File: src/rtl/pccfg_pkg.sv
package pccfg_pkg;

  // which register a bus address reaches
  typedef enum logic [2:0] {
    SEL_NONE  = 3'd0,
    SEL_TABLE = 3'd1,
    SEL_OPT   = 3'd2,
    SEL_STAT  = 3'd3,
    SEL_PINS  = 3'd4,
    SEL_SOCK  = 3'd5
  } reg_sel_e;

  localparam logic [7:0] OPT_STORE_MASK  = 8'hCF;
  localparam logic [7:0] STAT_KEEP_MASK  = 8'h82;
  localparam logic [7:0] STAT_LOAD_MASK  = 8'h74;
  localparam logic [7:0] PINS_KEEP_MASK  = 8'h20;
  localparam logic [7:0] PINS_LOAD_MASK  = 8'h02;
  localparam logic [7:0] PINS_READ_FIXED = 8'h0C;

  localparam int OPT_HOLD_BIT = 7;
  localparam int STAT_IRQ_BIT = 1;
  localparam int STAT_PWR_BIT = 2;
  localparam int PINS_RDY_BIT = 5;
  localparam int PINS_MRD_BIT = 1;
  localparam int DC_IEN_BIT   = 1;
  localparam int DC_SRST_BIT  = 2;

  function automatic logic [7:0] opt_store(input logic [7:0] v);
    return v & OPT_STORE_MASK;
  endfunction

  // status write: keep flags under the keep mask, take the rest from v
  function automatic logic [7:0] stat_merge(input logic [7:0] old_v,
                                            input logic [7:0] v);
    return (old_v & STAT_KEEP_MASK) | (v & STAT_LOAD_MASK);
  endfunction

  function automatic logic pwr_flip(input logic [7:0] old_v,
                                    input logic [7:0] v);
    return old_v[STAT_PWR_BIT] ^ v[STAT_PWR_BIT];
  endfunction

  function automatic logic [7:0] pins_merge(input logic [7:0] old_v,
                                            input logic [7:0] v);
    return (old_v & PINS_KEEP_MASK) | (v & PINS_LOAD_MASK);
  endfunction

  function automatic logic [7:0] stat_view(input logic [7:0] st,
                                           input logic [7:0] dc);
    logic [7:0] r;
    r = st;
    if (dc[DC_IEN_BIT]) r[STAT_IRQ_BIT] = 1'b0;
    return r;
  endfunction

  function automatic logic [7:0] pins_view(input logic [7:0] p);
    return (p & PINS_KEEP_MASK) | PINS_READ_FIXED;
  endfunction

  // inverted-sense interrupt combined with three gates
  function automatic logic line_level(input logic st_irq,
                                      input logic [7:0] dc,
                                      input logic hold);
    return !st_irq && !dc[DC_IEN_BIT] && !dc[DC_SRST_BIT] && !hold;
  endfunction

endpackage

File: src/rtl/pccfg_decode.sv
module pccfg_decode
  import pccfg_pkg::*;
#(
  parameter int ADDR_W   = 10,
  parameter int CFG_BASE = 'h200,
  parameter int TBL_LEN  = 8,
  localparam int IDX_W   = (TBL_LEN > 1) ? $clog2(TBL_LEN) : 1
) (
  input  logic [ADDR_W-1:0] addr,
  output reg_sel_e          sel,
  output logic [IDX_W-1:0]  tbl_idx
);

  localparam logic [ADDR_W-1:0] BASE_A = ADDR_W'(CFG_BASE);
  localparam logic [ADDR_W-1:0] TEND_A = ADDR_W'(TBL_LEN);

  logic [ADDR_W-1:0] offset;

  assign offset  = addr - BASE_A;
  assign tbl_idx = addr[IDX_W-1:0];

  always_comb begin
    sel = SEL_NONE;
    if (addr >= BASE_A) begin
      case (offset)
        ADDR_W'(0): sel = SEL_OPT;
        ADDR_W'(2): sel = SEL_STAT;
        ADDR_W'(4): sel = SEL_PINS;
        ADDR_W'(6): sel = SEL_SOCK;
        default:    sel = SEL_NONE;
      endcase
    end else if (addr < TEND_A) begin
      sel = SEL_TABLE;
    end
  end

endmodule

File: src/rtl/pccfg_cis_rom.sv
module pccfg_cis_rom #(
  parameter int TBL_LEN = 8,
  parameter logic [8*TBL_LEN-1:0] TBL_DATA = '0,
  localparam int IDX_W = (TBL_LEN > 1) ? $clog2(TBL_LEN) : 1
) (
  input  logic [IDX_W-1:0] idx,
  output logic [7:0]       data
);

  logic [7:0] bytes [TBL_LEN];

  for (genvar g = 0; g < TBL_LEN; g++) begin : g_byte
    assign bytes[g] = TBL_DATA[8*g +: 8];
  end

  always_comb begin
    data = 8'h00;
    for (int i = 0; i < TBL_LEN; i++) begin
      if (idx == IDX_W'(i)) data = bytes[i];
    end
  end

endmodule

File: src/rtl/pccfg_state.sv
module pccfg_state
  import pccfg_pkg::*;
(
  input  logic       clk,
  input  logic       rst_n,
  input  logic       wr_en,
  input  reg_sel_e   sel,
  input  logic [7:0] wr_data,
  input  logic       drive_irq,
  output logic [7:0] opt_q,
  output logic [7:0] stat_q,
  output logic [7:0] pins_q
);

  logic       wr_opt, wr_stat, wr_pins;
  logic       hold_next;
  logic [7:0] opt_n, stat_n, pins_n;

  assign wr_opt  = wr_en && (sel == SEL_OPT);
  assign wr_stat = wr_en && (sel == SEL_STAT);
  assign wr_pins = wr_en && (sel == SEL_PINS);

  assign hold_next = wr_opt ? wr_data[OPT_HOLD_BIT] : opt_q[OPT_HOLD_BIT];

  always_comb begin
    opt_n  = wr_opt ? opt_store(wr_data) : opt_q;
    stat_n = stat_q;
    pins_n = pins_q;
    if (wr_stat) begin
      stat_n = stat_merge(stat_q, wr_data);
      if (pwr_flip(stat_q, wr_data)) pins_n[PINS_RDY_BIT] = 1'b1;
    end
    if (wr_pins) pins_n = pins_merge(pins_q, wr_data);
    stat_n[STAT_IRQ_BIT] = drive_irq;
    if (hold_next) begin
      stat_n = '0;
      pins_n = '0;
    end
  end

  always_ff @(posedge clk) begin
    if (!rst_n) begin
      opt_q  <= '0;
      stat_q <= '0;
      pins_q <= '0;
    end else begin
      opt_q  <= opt_n;
      stat_q <= stat_n;
      pins_q <= pins_n;
    end
  end

  p_opt_mask_r3: assert property (@(posedge clk) disable iff (!rst_n)
    wr_opt |=> opt_q == ($past(wr_data) & 8'hCF));

  p_stat_load_r4: assert property (@(posedge clk) disable iff (!rst_n)
    (wr_stat && !opt_q[7]) |=>
      (stat_q[6:4] == $past(wr_data[6:4])) && (stat_q[2] == $past(wr_data[2])));

  p_ready_on_flip_r5: assert property (@(posedge clk) disable iff (!rst_n)
    (wr_stat && !opt_q[7] && (wr_data[2] != stat_q[2])) |=> pins_q[5]);

  p_pin_load_r7: assert property (@(posedge clk) disable iff (!rst_n)
    (wr_pins && !opt_q[7]) |=> pins_q[1] == $past(wr_data[1]));

  p_irq_follow_r10: assert property (@(posedge clk) disable iff (!rst_n)
    !hold_next |=> stat_q[1] == $past(drive_irq));

  p_hold_clear_r12: assert property (@(posedge clk) disable iff (!rst_n)
    opt_q[7] |-> (stat_q == 8'h00) && (pins_q == 8'h00));

endmodule

File: src/rtl/pccfg_irq.sv
module pccfg_irq
  import pccfg_pkg::*;
(
  input  logic       clk,
  input  logic       rst_n,
  input  logic       st_irq,
  input  logic [7:0] devctl,
  input  logic       hold,
  output logic       host_line
);

  logic unused_dc;
  assign unused_dc = ^{devctl[7:3], devctl[0]};

  assign host_line = line_level(st_irq, devctl, hold);

  p_gate_r9: assert property (@(posedge clk) disable iff (!rst_n)
    (devctl[1] || devctl[2] || hold || st_irq) |-> !host_line);

  p_open_r9: assert property (@(posedge clk) disable iff (!rst_n)
    (!devctl[1] && !devctl[2] && !hold && !st_irq) |-> host_line);

endmodule

File: src/rtl/pccfg_bank.sv
module pccfg_bank
  import pccfg_pkg::*;
#(
  parameter int ADDR_W   = 10,
  parameter int CFG_BASE = 'h200,
  parameter int TBL_LEN  = 8,
  parameter logic [8*TBL_LEN-1:0] TBL_DATA = 64'h01_DB_FF_03_00_1D_02_01,
  localparam int IDX_W   = (TBL_LEN > 1) ? $clog2(TBL_LEN) : 1
) (
  input  logic              clk,
  input  logic              rst_n,
  input  logic [ADDR_W-1:0] addr,
  input  logic              wr_en,
  input  logic [7:0]        wr_data,
  output logic [7:0]        rd_data,
  input  logic              drive_irq,
  input  logic [7:0]        devctl,
  output logic              host_line,
  output logic [5:0]        card_mode,
  output logic              level_irq,
  output logic              card_reset,
  output logic              power_down,
  output logic              card_ready,
  output logic              mem_ready
);

  reg_sel_e         sel;
  logic [IDX_W-1:0] tbl_idx;
  logic [7:0]       tbl_byte;
  logic [7:0]       opt_q, stat_q, pins_q;

  pccfg_decode #(
    .ADDR_W  (ADDR_W),
    .CFG_BASE(CFG_BASE),
    .TBL_LEN (TBL_LEN)
  ) u_decode (
    .addr   (addr),
    .sel    (sel),
    .tbl_idx(tbl_idx)
  );

  pccfg_cis_rom #(
    .TBL_LEN (TBL_LEN),
    .TBL_DATA(TBL_DATA)
  ) u_rom (
    .idx (tbl_idx),
    .data(tbl_byte)
  );

  pccfg_state u_state (
    .clk      (clk),
    .rst_n    (rst_n),
    .wr_en    (wr_en),
    .sel      (sel),
    .wr_data  (wr_data),
    .drive_irq(drive_irq),
    .opt_q    (opt_q),
    .stat_q   (stat_q),
    .pins_q   (pins_q)
  );

  pccfg_irq u_irq (
    .clk      (clk),
    .rst_n    (rst_n),
    .st_irq   (stat_q[STAT_IRQ_BIT]),
    .devctl   (devctl),
    .hold     (opt_q[OPT_HOLD_BIT]),
    .host_line(host_line)
  );

  always_comb begin
    unique case (sel)
      SEL_TABLE: rd_data = tbl_byte;
      SEL_OPT:   rd_data = opt_q;
      SEL_STAT:  rd_data = stat_view(stat_q, devctl);
      SEL_PINS:  rd_data = pins_view(pins_q);
      default:   rd_data = 8'h00;
    endcase
  end

  assign card_mode  = opt_q[5:0];
  assign level_irq  = opt_q[6];
  assign card_reset = opt_q[OPT_HOLD_BIT];
  assign power_down = stat_q[STAT_PWR_BIT];
  assign card_ready = pins_q[PINS_RDY_BIT];
  assign mem_ready  = pins_q[PINS_MRD_BIT];

  p_sock_zero_r8: assert property (@(posedge clk) disable iff (!rst_n)
    (sel == SEL_SOCK) |-> rd_data == 8'h00);

  p_stat_hide_r6: assert property (@(posedge clk) disable iff (!rst_n)
    ((sel == SEL_STAT) && devctl[1]) |-> !rd_data[1]);

  p_unknown_zero_r11: assert property (@(posedge clk) disable iff (!rst_n)
    (sel == SEL_NONE) |-> rd_data == 8'h00);

endmodule

File: config.mk
export PLATFORM = sky130hd
export DESIGN_NAME = pccfg_bank
export DESIGN_NICKNAME = d
export VERILOG_FILES = /design/src/rtl/pccfg_pkg.sv /design/src/rtl/pccfg_decode.sv /design/src/rtl/pccfg_cis_rom.sv /design/src/rtl/pccfg_state.sv /design/src/rtl/pccfg_irq.sv /design/src/rtl/pccfg_bank.sv
export SDC_FILE = /design/constraint.sdc
export NUM_CORES = 1
export LEC_CHECK = 0
export CORE_MARGIN = 2
export CORE_UTILIZATION = 34
export CTS_CLUSTER_SIZE = 40
export DETAILED_ROUTE_END_ITERATION = 6
export GPL_TIMING_DRIVEN = 0
export PLACE_DENSITY = 0.78
export SLEW_MARGIN = 20
export SYNTH_ARGS = -nofsm -noshare
export SYNTH_HDL_FRONTEND = slang
export SYNTH_SLANG_ARGS = --single-unit
export TNS_END_PERCENT = 1
File: constraint.sdc
create_clock -name clk -period 1.56 [get_ports clk]
set_clock_uncertainty 0.05 [all_clocks]
set_input_delay 0.312 -clock clk [delete_from_list [all_inputs] [get_ports clk]]
set_output_delay 0.312 -clock clk [all_outputs]
set_load 0.05 [all_outputs]
==> reports/qor.csv <==
metric,value,unit
fin_ws,-0.331,ns
synthCells,104,
yosysWarnings,0,
clkTransAtPathRegs,0.08,ns
cts_buffers,3,
endpoint_kind,output port,
drc,0,
post-place-ws,-1.49,ns
drtAntennaViolNets,0,
dominantRegCellSynth,dfxtp_1,
critPathMaxFanout,5,
failed_checks,negative setup slack,
clk_latency,0.28,ns
ios,50,
core_region_area,2450,um^2
cp.arrival,1.53,ns
p_per_area,459,nW/um^2
slowest_delay,0.28,ns
antenna_cells,0,
placed_area,1460,um^2
seqPwrFrac,43.0,%
nFillCells,197,
gp_congestion,0.799,
start_kind,primary input,
hold_end,u_state.opt_q[7]$_SDFFE_PN0P_,
cts_tree,yes,
drt-total-wl,2.93,mm
die_area,2970,um^2
grt_max_degree,9,
reg2reg_to,u_state.pins_q[5]$_SDFFE_PP0P_,
die_w,54.5,um
synthArstFlopShare,0,%
globalRouteOverflowTotal,0,
grt_use_total,21.5,%
fin_crit_sh,121,%
max_freq,529,MHz
p_int,0.000544,W
dpl.hpwl,1.97,mm
htreeDepth,1,
ys_seq_area_share,30.0,%
min_period,1.89,ns
finalHoldViolCount,0,
post_drt_wl_per_cell,14.9,um
cp_slowest_cell,nor4b_4,
synth_edf_count,0,
num_vias,1008,
ys_types,41,
status,"complete, but fails checks",
p_sw,0.000230,W
required,1.20,ns
syn-cell-area,867,um^2
fin_area,1690,um^2
reg2regPathDepth,4,
clock_path_buffers,2,
die-height,54.5,um
drtIter0Drc,17,
hp-start,addr[1],
vdd_drop_max,0.571,mV
clock-sinks,13,
power_frac_comb,29.8,%
start_util,35.3,%
cp-startpoint,addr[2],
drt_pass1_iterations,4,
reg2reg_from,u_state.opt_q[7]$_SDFFE_PN0P_,
whs_path_depth,4,
numPortBuffers,41,
grt_pass1_wl,4.53,mm
maxCapViolCount,0,
worst_path_most_repeated_cell,buf_6,
path_cells,buf_8 > buf_6 > nor4b_4 > and2_4 > nand3b_1 > a31oi_4 > buf_6,
clock_power_share,27.2,%
hp-class,primary input to flop,
routed_via_density,5.12,
syn_to_final_growth,94.5,%
antenna_found_initial,0,
ys_ff_latch,13,
leakagePower,0.742,nW
num_rows,18,
avgSynthCellArea,8.34,um^2
p_sw_share,29.7,%
nNetsFinal,198,
grt_pass1_vias,1022,
clockRootBuffer,clkbuf_4,
grt_setup_unrepaired,yes,
drive_gt1_share,52.1,%
critical_path_class,primary input to output port,
r2r_slack,0.43,ns
finalSetupViolCount,8,
slew_viol_final,0,
==> area by class of cell <==
cell class | count | area, um^2 | area share, %
clock buffer | 3 | 22.5 | 1.34
inverter | 4 | 15.0 | 0.890
timing repair buffer | 59 | 518 | 30.7
multi-input combinational | 82 | 771 | 45.7
sequential | 13 | 267 | 15.8
clock inverter | 1 | 5.00 | 0.297
tap | 30 | 37.5 | 2.23
buffer | 5 | 51.3 | 3.04
==> synthesized netlist by cell type, types with 2 or more instances <==
cell type / count / area, um^2
nor4b_2: 2 / 30.0
nor2b_1: 3 / 18.8
a22oi_1: 2 / 15.0
and2_1: 2 / 12.5
inv_1: 4 / 15.0
nand2b_1: 3 / 18.8
nand2_1: 6 / 22.5
buf_2: 3 / 15.0
nand4_1: 2 / 12.5
buf_4: 2 / 15.0
dfxtp_1: 13 / 260
nor2_1: 18 / 67.6
a21oi_1: 6 / 30.0
mux2i_1: 10 / 100
a31oi_1: 2 / 12.5
==> cell usage in the layout (no fill, tap or decap), types with 3 or more instances in the layout <==
cell	netlist	layout
buf_4	2	18
nor2_1	18	14
clkdlybuf4s50_1	0	12
buf_6	0	11
mux2i_1	10	10
dfxtp_1	13	10
buf_2	3	6
inv_1	4	4
nand2_1	6	4
clkbuf_4	0	4
dlygate4sd2_1	0	4
clkbuf_2	1	4
nor2_4	0	3
a21oi_4	0	3
clkdlybuf4s15_2	0	3
==> worst max path at each step <==
stage	to	slack (ns)	cells past startpoint
after CTS	rd_data[6]	-0.33	5
after global placement	rd_data[7]	-1.50	7
final	rd_data[1]	-0.33	7
after floorplan	rd_data[1]	-0.23	5
after detailed placement	rd_data[7]	-1.49	7
after global routing	rd_data[1]	-0.38	7
==> metrics by stage <==
stage | std cells | hold WS, ns | util [%] | TNS (ns) | total power, W
after CTS | 197 | 0.374 | 67.0 | -2.09 | 0.000755
final | 197 | 0.336 | 68.7 | -1.76 | 0.000774
after floorplan | 105 | 0.405 | - | -1.51 | 0.000438
after detailed placement | 176 | 0.443 | 59.3 | -18.28 | 0.000523
after global placement | 176 | 0.431 | 59.3 | -17.46 | 0.000520
after global routing | 197 | 0.374 | 68.7 | -2.19 | 0.000808
==> power groups by stage <==
stage / clock, W / sequential (W) / combinational, W
after floorplan: 0 / 0.000341 / 0.0000972
after global placement: 0 / 0.000341 / 0.000180
after detailed placement: 0 / 0.000341 / 0.000182
after CTS: 0.000208 / 0.000333 / 0.000215
after global routing: 0.000229 / 0.000333 / 0.000246
final: 0.000211 / 0.000333 / 0.000231
==> state kept, by name, indices dropped and copies added, names as in the netlist <==
register / count
u_state.stat_q: 5
u_state.opt_q: 6
u_state.pins_q: 2
==> cells by family after synthesis <==
logic type | count (synthesis) | synth area share (%)
other cells | 1 | 0.432
xor+xnor | 1 | 1.01
mux | 10 | 11.5
compound gates | 21 | 16.9
buf+inv | 10 | 5.77
flops | 13 | 30.0
simple gates | 48 | 34.3
==> metal layers <==
layer / vias to the layer above / track usage, % / part of all wire, %
met5: - / 0 / 0
met3: 7 / 3.01 / 4.0
met1: 480 / 24.5 / 40
li1: 493 / - / -
met2: 28 / 40.2 / 54
met4: 0 / 7.92 / 2.0
==> timing repair <==
action | 4_1_cts | 5_1_grt
hold buffers | 0 | 0
pin swaps | 10 | 9
resized for setup | 125 | 29
hold endpoints to repair | 0 | 0
setup endpoints to repair | 30 | 23
setup buffers | 15 | 1
cloned | 2 | 0
==> worst max-delay path, delay by kind of cell <==
family,cells,cell delay [ns]
buffers and inverters,3,0.39
AND/OR/NAND/NOR,3,0.62
AO/OA/AOI/OAI,1,0.19
No activity file was read; power rests on OpenSTA's default activity.
